==> src/rtl/asram_pkg.sv <==
`timescale 1ns/1ps
package asram_pkg;
  typedef enum logic [1:0] {
    ST_IDLE   = 2'd0,
    ST_SETUP  = 2'd1,
    ST_ACCESS = 2'd2,
    ST_HOLD   = 2'd3
  } ctlState_e;

  typedef struct packed {
    logic latchReq;
    logic selMem;
    logic weAct;
    logic oeAct;
    logic driveDq;
    logic capture;
  } ctlStrb_t;
endpackage

==> src/rtl/asram_ctl.sv <==
`timescale 1ns/1ps
module asram_ctl
  import asram_pkg::*;
#(
  parameter int WAIT_CYC = 9
) (
  input  logic     clk,
  input  logic     rstN,
  input  logic     reqValid,
  input  logic     reqWrite,
  output logic     reqReady,
  output ctlStrb_t strb
);
  localparam int CNT_W = (WAIT_CYC < 2) ? 1 : $clog2(WAIT_CYC);

  ctlState_e  state, stateNxt;
  logic [CNT_W-1:0] waitCnt;
  logic       isWrite;
  logic       accept;
  logic       waitDone;

  assign accept   = (state == ST_IDLE) && reqValid;
  assign waitDone = (waitCnt == '0);
  assign reqReady = (state == ST_IDLE);

  always_comb begin
    stateNxt = state;
    unique case (state)
      ST_IDLE:   if (reqValid) stateNxt = ST_SETUP;
      ST_SETUP:  stateNxt = ST_ACCESS;
      ST_ACCESS: if (waitDone) stateNxt = ST_HOLD;
      ST_HOLD:   stateNxt = ST_IDLE;
      default:   stateNxt = ST_IDLE;
    endcase
  end

  always_ff @(posedge clk) begin
    if (!rstN) begin
      state   <= ST_IDLE;
      waitCnt <= '0;
      isWrite <= 1'b0;
    end else begin
      state <= stateNxt;
      if (accept) isWrite <= reqWrite;
      if (state == ST_SETUP) waitCnt <= CNT_W'(WAIT_CYC - 1);
      else if (state == ST_ACCESS && !waitDone) waitCnt <= waitCnt - 1'b1;
    end
  end

  always_comb begin
    strb          = '0;
    strb.latchReq = accept;
    strb.selMem   = (state != ST_IDLE);
    strb.weAct    = (state == ST_ACCESS) && isWrite;
    strb.oeAct    = (state == ST_ACCESS) && !isWrite;
    strb.driveDq  = (state != ST_IDLE) && isWrite;
    strb.capture  = (state == ST_ACCESS) && !isWrite && waitDone;
  end
endmodule

==> src/rtl/asram_dp.sv <==
`timescale 1ns/1ps
module asram_dp
  import asram_pkg::*;
#(
  parameter int ADDR_W = 20,
  parameter int DATA_W = 8
) (
  input  logic              clk,
  input  logic              rstN,
  input  ctlStrb_t          strb,
  input  logic [ADDR_W-1:0] reqAddr,
  input  logic [DATA_W-1:0] reqWdata,
  output logic              rspValid,
  output logic [DATA_W-1:0] rspData,
  output logic [ADDR_W-1:0] memAddr,
  output logic              memCe1N,
  output logic              memCe2,
  output logic              memWeN,
  output logic              memOeN,
  output logic [DATA_W-1:0] memDqOut,
  output logic              memDqOe,
  input  logic [DATA_W-1:0] memDqIn
);
  logic [ADDR_W-1:0] addrQ;
  logic [DATA_W-1:0] wdataQ;
  logic [DATA_W-1:0] rdataQ;
  logic              rspQ;

  always_ff @(posedge clk) begin
    if (!rstN) begin
      addrQ  <= '0;
      wdataQ <= '0;
      rdataQ <= '0;
      rspQ   <= 1'b0;
    end else begin
      if (strb.latchReq) begin
        addrQ  <= reqAddr;
        wdataQ <= reqWdata;
      end
      if (strb.capture) rdataQ <= memDqIn;
      rspQ <= strb.capture;
    end
  end

  assign memAddr  = addrQ;
  assign memCe1N  = ~strb.selMem;
  assign memCe2   = strb.selMem;
  assign memWeN   = ~strb.weAct;
  assign memOeN   = ~strb.oeAct;
  assign memDqOut = wdataQ;
  assign memDqOe  = strb.driveDq;
  assign rspValid = rspQ;
  assign rspData  = rdataQ;
endmodule

==> src/rtl/asram_ctrl.sv <==
`timescale 1ns/1ps
module asram_ctrl
  import asram_pkg::*;
#(
  parameter int ADDR_W        = 20,
  parameter int DATA_W        = 8,
  parameter int CLK_PERIOD_PS = 8000,
  parameter int ACCESS_PS     = 70000
) (
  input  logic              clk,
  input  logic              rstN,
  input  logic              reqValid,
  output logic              reqReady,
  input  logic              reqWrite,
  input  logic [ADDR_W-1:0] reqAddr,
  input  logic [DATA_W-1:0] reqWdata,
  output logic              rspValid,
  output logic [DATA_W-1:0] rspData,
  output logic [ADDR_W-1:0] memAddr,
  output logic              memCe1N,
  output logic              memCe2,
  output logic              memWeN,
  output logic              memOeN,
  output logic [DATA_W-1:0] memDqOut,
  output logic              memDqOe,
  input  logic [DATA_W-1:0] memDqIn
);
  localparam int WAIT_RAW = (ACCESS_PS + CLK_PERIOD_PS - 1) / CLK_PERIOD_PS;
  localparam int WAIT_CYC = (WAIT_RAW < 1) ? 1 : WAIT_RAW;

  ctlStrb_t strb;

  asram_ctl #(.WAIT_CYC(WAIT_CYC)) u_ctl (
    .clk      (clk),
    .rstN     (rstN),
    .reqValid (reqValid),
    .reqWrite (reqWrite),
    .reqReady (reqReady),
    .strb     (strb)
  );

  asram_dp #(.ADDR_W(ADDR_W), .DATA_W(DATA_W)) u_dp (
    .clk      (clk),
    .rstN     (rstN),
    .strb     (strb),
    .reqAddr  (reqAddr),
    .reqWdata (reqWdata),
    .rspValid (rspValid),
    .rspData  (rspData),
    .memAddr  (memAddr),
    .memCe1N  (memCe1N),
    .memCe2   (memCe2),
    .memWeN   (memWeN),
    .memOeN   (memOeN),
    .memDqOut (memDqOut),
    .memDqOe  (memDqOe),
    .memDqIn  (memDqIn)
  );
endmodule

==> config.mk <==
export PLATFORM = sky130hd
export DESIGN_NAME = asram_ctrl
export DESIGN_NICKNAME = d
export VERILOG_FILES = /design/src/rtl/asram_pkg.sv /design/src/rtl/asram_ctl.sv /design/src/rtl/asram_dp.sv /design/src/rtl/asram_ctrl.sv
export SDC_FILE = /design/constraint.sdc
export NUM_CORES = 1
export LEC_CHECK = 0
export BUFFER_PORTS_ARGS = -buffer_cell sky130_fd_sc_hd__buf_4
export CAP_MARGIN = 20
export CELL_PAD_IN_SITES_DETAIL_PLACEMENT = 0
export CELL_PAD_IN_SITES_GLOBAL_PLACEMENT = 1
export CORE_UTILIZATION = 35
export DETAILED_ROUTE_END_ITERATION = 12
export PLACE_DENSITY_LB_ADDON = 0.1
export SETUP_SLACK_MARGIN = 0.1
export SLEW_MARGIN = 30
export SYNTH_ARGS = -nofsm -noshare
export SYNTH_HDL_FRONTEND = slang
export SYNTH_SLANG_ARGS = --single-unit
==> constraint.sdc <==
create_clock -name clk -period 4.25 [get_ports clk]
set_input_delay 0.85 -clock clk [delete_from_list [all_inputs] [get_ports clk]]
set_output_delay 0.85 -clock clk [all_outputs]
set_load 0.02 [all_outputs]
==> results of run 1 <==
==> worst max-delay path, stage by stage (launching register included) <==
cell and delay, ns:
dfxtp_1 0.33, inv_1 0.11, ha_1 0.37, nand2b_1 0.09, buf_4 0.16
==> sequential cells by signal (all words and copies together), names as in the netlist <==
name,flops
u_dp.rspData,8
u_dp.memDqOut,8
u_ctl.waitCnt,4
u_dp.rspValid,1
u_ctl.state,2
u_dp.memAddr,20
u_ctl.isWrite,1
==> layer usage <==
| metal | vias up | part of all wire [%] | GRT usage [%] | wire length (µm) |
|---|---|---|---|---|
| li1 | 824 | - | - | - |
| met1 | 698 | 46 | 17.9 | 1790 |
| met2 | 64 | 44 | 24.0 | 1720 |
| met3 | 7 | 9.0 | 5.49 | 353 |
| met4 | 0 | 1.9 | 6.41 | 75 |
| met5 | - | 0 | 0 | 0 |
==> cells by family (layout without fill, tap and decap cells) <==
group / count (synthesis) / count (layout) / synth area share (%)
multiplexers: 9 / 9 / 5.01
AO/OA/AOI/OAI: 37 / 37 / 15.1
buffers and inverters: 19 / 93 / 4.87
flip-flops: 44 / 44 / 49.0
AND/OR/NAND/NOR: 96 / 96 / 22.5
adder cells (fa/ha/maj): 5 / 5 / 3.48
==> power by group <==
part | total, mW | internal [mW] | switching (mW)
combinational | 0.605 | 0.255 | 0.350
sequential | 0.542 | 0.494 | 0.0482
clock | 0.232 | 0.106 | 0.126
==> synth_stat cells (2+ instances only) <==
library cell / instances / area, µm²
clkbuf_1: 7 / 26.3
nand2b_1: 2 / 12.5
mux2i_1: 9 / 90.1
ha_1: 5 / 62.6
dfxtp_1: 44 / 881
and2_1: 2 / 12.5
nor2_1: 2 / 7.51
nor2b_1: 2 / 12.5
a21oi_1: 4 / 20.0
a21boi_0: 29 / 218
buf_2: 4 / 20.0
inv_1: 5 / 18.8
buf_4: 3 / 22.5
nand2_1: 81 / 304
==> layout make-up <==
cell class	count	area (µm²)
inverters	5	18.8
repair buffers	83	623
multi-input cells	147	840
well taps	67	83.8
fillers	496	2300
flip-flops and latches	44	881
clock buffers	5	68.8
==> stage by stage <==
step	hold WS, ns	power (mW)	setup slack (ns)
finish	0.458	1.38	2.05
global route	0.481	1.47	1.97
CTS	0.461	1.40	2.04
detailed placement	0.450	1.16	2.36
global placement	0.443	1.16	2.09
floorplan	0.451	0.952	2.33
==> worst paths after layout <==
| kind | end | slack (ns) | cells past startpoint |
|---|---|---|---|
| worst max register to register | u_ctl.waitCnt[3] | 2.49 | 4 |
| worst min-delay path | u_dp.rspData[5] | 0.46 | 2 |
| worst max-delay path | memOeN | 2.05 | 4 |
| worst min register to register | u_dp.rspData[5] | 0.46 | 2 |
==> results.txt, run 1 <==
CP endpoint kind = output pin
Clk_skew = 0.00182 ns
Largest net degree at the start of global routing = 52
# Max-Cap Violations = 0
DIE WIDTH = 73.7 µm
DRT iter0 DRCs = 84
Status = finished, final reports clean
Clock Tree Buf Depth = 2
CTS H-tree lvls = 2
LEAKAGE = 1.11 nW
Hold_sp = u_dp.rspData[5]
Ys flop type = dfxtp_1
VDD IR-drop max = 0.285 mV
Final TNS setup = 0 ns
Cell Rows = 25
Placed instance count = 346
# Post-CTS Setup Buffers = 0
Final hold vios = 0
Setup CP Type = flip-flop to output pin
Endpoints failing setup = 0
Critical-path maximum fanout = 11
PD cells = 548 nW/µm²
Global route overflow = 0
Nets@finish = 331
DP Area = 2450 µm²
Clk pin slew, worst setup/hold paths = 0.07 ns
Antenna-violating nets left = 0
Share of layout cells above drive strength 1 = 32.7%
Worst skew pair latency = 0.28 ns
Initial antenna violation count = 0
YS warnings = 0
Final instance area = 2510 µm²
Final cycle utilization of the critical path = 51.7%
Req. time, crit path = 3.40 ns
Layout area overhead = 39.9%
Resized Gates After CTS = 0
Number of synthesized flops with an enable pin = 0
Hold Crit Class = flip-flop to flip-flop
Pre-Repair DR Iteration Count = 4
Post-Route WL = 3.94 mm
Cell area after synthesis = 1800 µm²
Most frequent cells in the layout = buf_4 (83), nand2_1 (80), dfxtp_1 (44), a21boi_0 (29), mux2i_1 (9)
IO Port Bufs = 82
GP Congestion = 0.737
CTS Hold Bufs = 0
Finished Core Util = 52.2%
Synthesized area per cell = 8.56 µm²
Vias in the first global route = 1388
Synthesized flop and latch total = 44
Clk sinks = 44
Vias per cell = 4.54
Antenna fix cells = 0
Relative slew margins = 62.7%
Die H = 73.7 µm
Worst Setup SP = u_ctl.state[0]
Min Tclk post-route = 2.20 ns
Yosys cell types = 25
Initial Util = 37.3%
Non-filler instance count after layout = 351
Num ports = 83
Seq/Total Area, Yosys = 49.0%
Critical Path AT = 1.35 ns
DR WL/cell = 11.2 µm
Post-detail-place hpwl = 2.74 mm
Fmax = 0.455 GHz
Async set-reset flop share out of synthesis = 0%
Global Route Usage Sum = 14.9%
Instance count of the mapped netlist = 210
Clk root buf = clkbuf_8
Core area = 4820 µm²
First-pass GRT wire length = 6.12 mm
Vias = 1593
Number of buffers created by CTS = 5
Tightest Pin Transition = 0.557 ns
RSZ-0062 raised after global routing = no
Die area = 5430 µm²
DRC = 0
CTS tree = done
Max-slew violation count = 0
Syn_nets = 255
Commonest non-fill, non-tap cell in the layout = buf_4
Worst r2r src = u_ctl.state[0]
Worst setup SP type = flip-flop
No activity file was read; power rests on OpenSTA's default activity.
==> run 2, diff against run 1 <==
- CORE_UTILIZATION: 35 -> 32
- clock period: 4.25 -> 2.2 ns (I/O delays scaled with it)
==> results.txt, run 2 (synthesis gave the netlist of run 1 again) <==
Status = finished, final reports clean
GP Congestion = 0.788
Initial antenna violation count = 0
Commonest non-fill, non-tap cell in the layout = buf_4
CP max stage delay = 0.36 ns
Vias in the first global route = 1511
Antenna fix cells = 0
Global route overflow = 0
Cell Rows = 26
First-pass GRT wire length = 6.73 mm
DRC = 0
Worst Hold End = u_dp.rspData[3]
Antenna-violating nets left = 0
Core area = 5270 µm²
Critical-path maximum fanout = 11
Vias per cell = 4.43
CP Cell Sequence = inv_1 > ha_1 > nand2b_1 > buf_4
Num ports = 83
Vias = 1596
Hold depth = 3
Final setup margin = 0.419 ns
Nets@finish = 334
Relative slew margins = 70.6%
Most frequent cells in the layout = buf_4 (85), nand2_1 (81), dfxtp_1 (44), a21boi_0 (29), mux2i_1 (9)
Post-detail-place hpwl = 2.79 mm
Req. time, crit path = 1.76 ns
Worst r2r src = u_ctl.state[0]
Worst skew pair latency = 0.28 ns
RSZ-0062 raised after global routing = no
DIE WIDTH = 77.0 µm
Resized Gates After CTS = 0
Clock Tree Buf Depth = 2
PD cells = 1080 nW/µm²
Final hold vios = 0
DRT iter0 DRCs = 53
Die H = 77.0 µm
Layout area overhead = 43.0%
# Max-Cap Violations = 0
DR WL/cell = 10.9 µm
Min Tclk post-route = 1.78 ns
Worst r2r path cells = 4
Pre-Repair DR Iteration Count = 4
Number of buffers created by CTS = 5
Critical Path AT = 1.34 ns
Worst setup SP type = flip-flop
Clk sinks = 44
Final TNS setup = 0 ns
CP endpoint kind = output pin
Setup CP Type = flip-flop to output pin
Tightest Pin Transition = 0.440 ns
R2R Path End = u_ctl.waitCnt[3]
VDD IR-drop max = 0.554 mV
R2R Setup Slk = 0.45 ns
Initial Util = 34.1%
Die area = 5920 µm²
Pre-CTS setup slack = 0.457 ns
# Post-CTS Setup Buffers = 0
Slowest CP cell = ha_1
Clk_skew = 0.00248 ns
IO Port Bufs = 82
CTS Hold Bufs = 0
Clk root buf = clkbuf_8
Fmax = 0.562 GHz
Global Route Usage Sum = 14.2%
Endpoints failing setup = 0
Max-slew violation count = 0
LEAKAGE = 1.13 nW
Hold_sp = memDqIn[3]
Post-Route WL = 3.91 mm
Share of layout cells above drive strength 1 = 32.8%
Largest register FFs = 20
Final cycle utilization of the critical path = 80.9%
CTS tree = done
Hold Crit Class = input port to flip-flop
Clk pin slew, worst setup/hold paths = 0.08 ns
CTS H-tree lvls = 2
Largest net degree at the start of global routing = 52
## run 2: where the power goes
group | internal, mW | switching, mW | leakage, nW | total (mW)
Clock | 0.256 | 0.247 | 0.0455 | 0.503
Sequential | 0.954 | 0.0898 | 0.360 | 1.04
Combinational | 0.534 | 0.684 | 0.728 | 1.22
## run 2: layer usage
| layer | vias up | GRT usage [%] | routed length (µm) |
|---|---|---|---|
| met2 | 59 | 22.9 | 1750 |
| met5 | - | 0 | 0 |
| met3 | 5 | 4.40 | 299 |
| li1 | 835 | - | - |
| met4 | 0 | 5.77 | 48 |
| met1 | 697 | 17.3 | 1810 |
## run 2: worst max-delay path by stage
| stage | startpoint | endpoint | slack (ns) | cells after the start |
|---|---|---|---|---|
| after detailed placement | u_ctl.state[0] | u_ctl.waitCnt[3] | 0.46 | 4 |
| after global routing | u_ctl.state[0] | memWeN | 0.27 | 4 |
| after CTS | u_ctl.state[0] | memOeN | 0.40 | 4 |
| final | u_ctl.state[0] | memOeN | 0.42 | 4 |
| after global placement | u_ctl.state[0] | u_ctl.waitCnt[3] | 0.52 | 4 |
| after floorplan | u_ctl.state[0] | u_ctl.isWrite | 0.67 | 7 |
## run 2: final cells by class
| class | count | area [µm²] |
|---|---|---|
| Clock buffer | 8 | 90.1 |
| Fill cell | 547 | 2700 |
| Inverter | 5 | 18.8 |
| Multi-Input combinational cell | 147 | 836 |
| Sequential cell | 44 | 881 |
| Tap cell | 70 | 87.6 |
| Timing Repair Buffer | 86 | 658 |
## run 2: critical path, delay by kind of cell (launching register included)
kind	cells	cell delay (ns)
adder cells (fa/ha/maj)	1	0.36
buffers and inverters	2	0.27
flip-flops	1	0.33
AND/OR/NAND/NOR	1	0.10
## run 2: per-stage QoR
stage          instances  hold WS, ns  power (mW)  instance area, µm²  util, %
2_1_floorplan        210        0.451        1.84                1800        -
3_3_place_gp         352        0.445        2.30                2480     47.1
3_5_place_dp         352        0.450        2.30                2480     47.1
4_1_cts              360        0.390        2.82                2570     48.8
5_1_grt              360        0.398        2.98                2570     48.8
6_report             360        0.405        2.76                2570     48.8
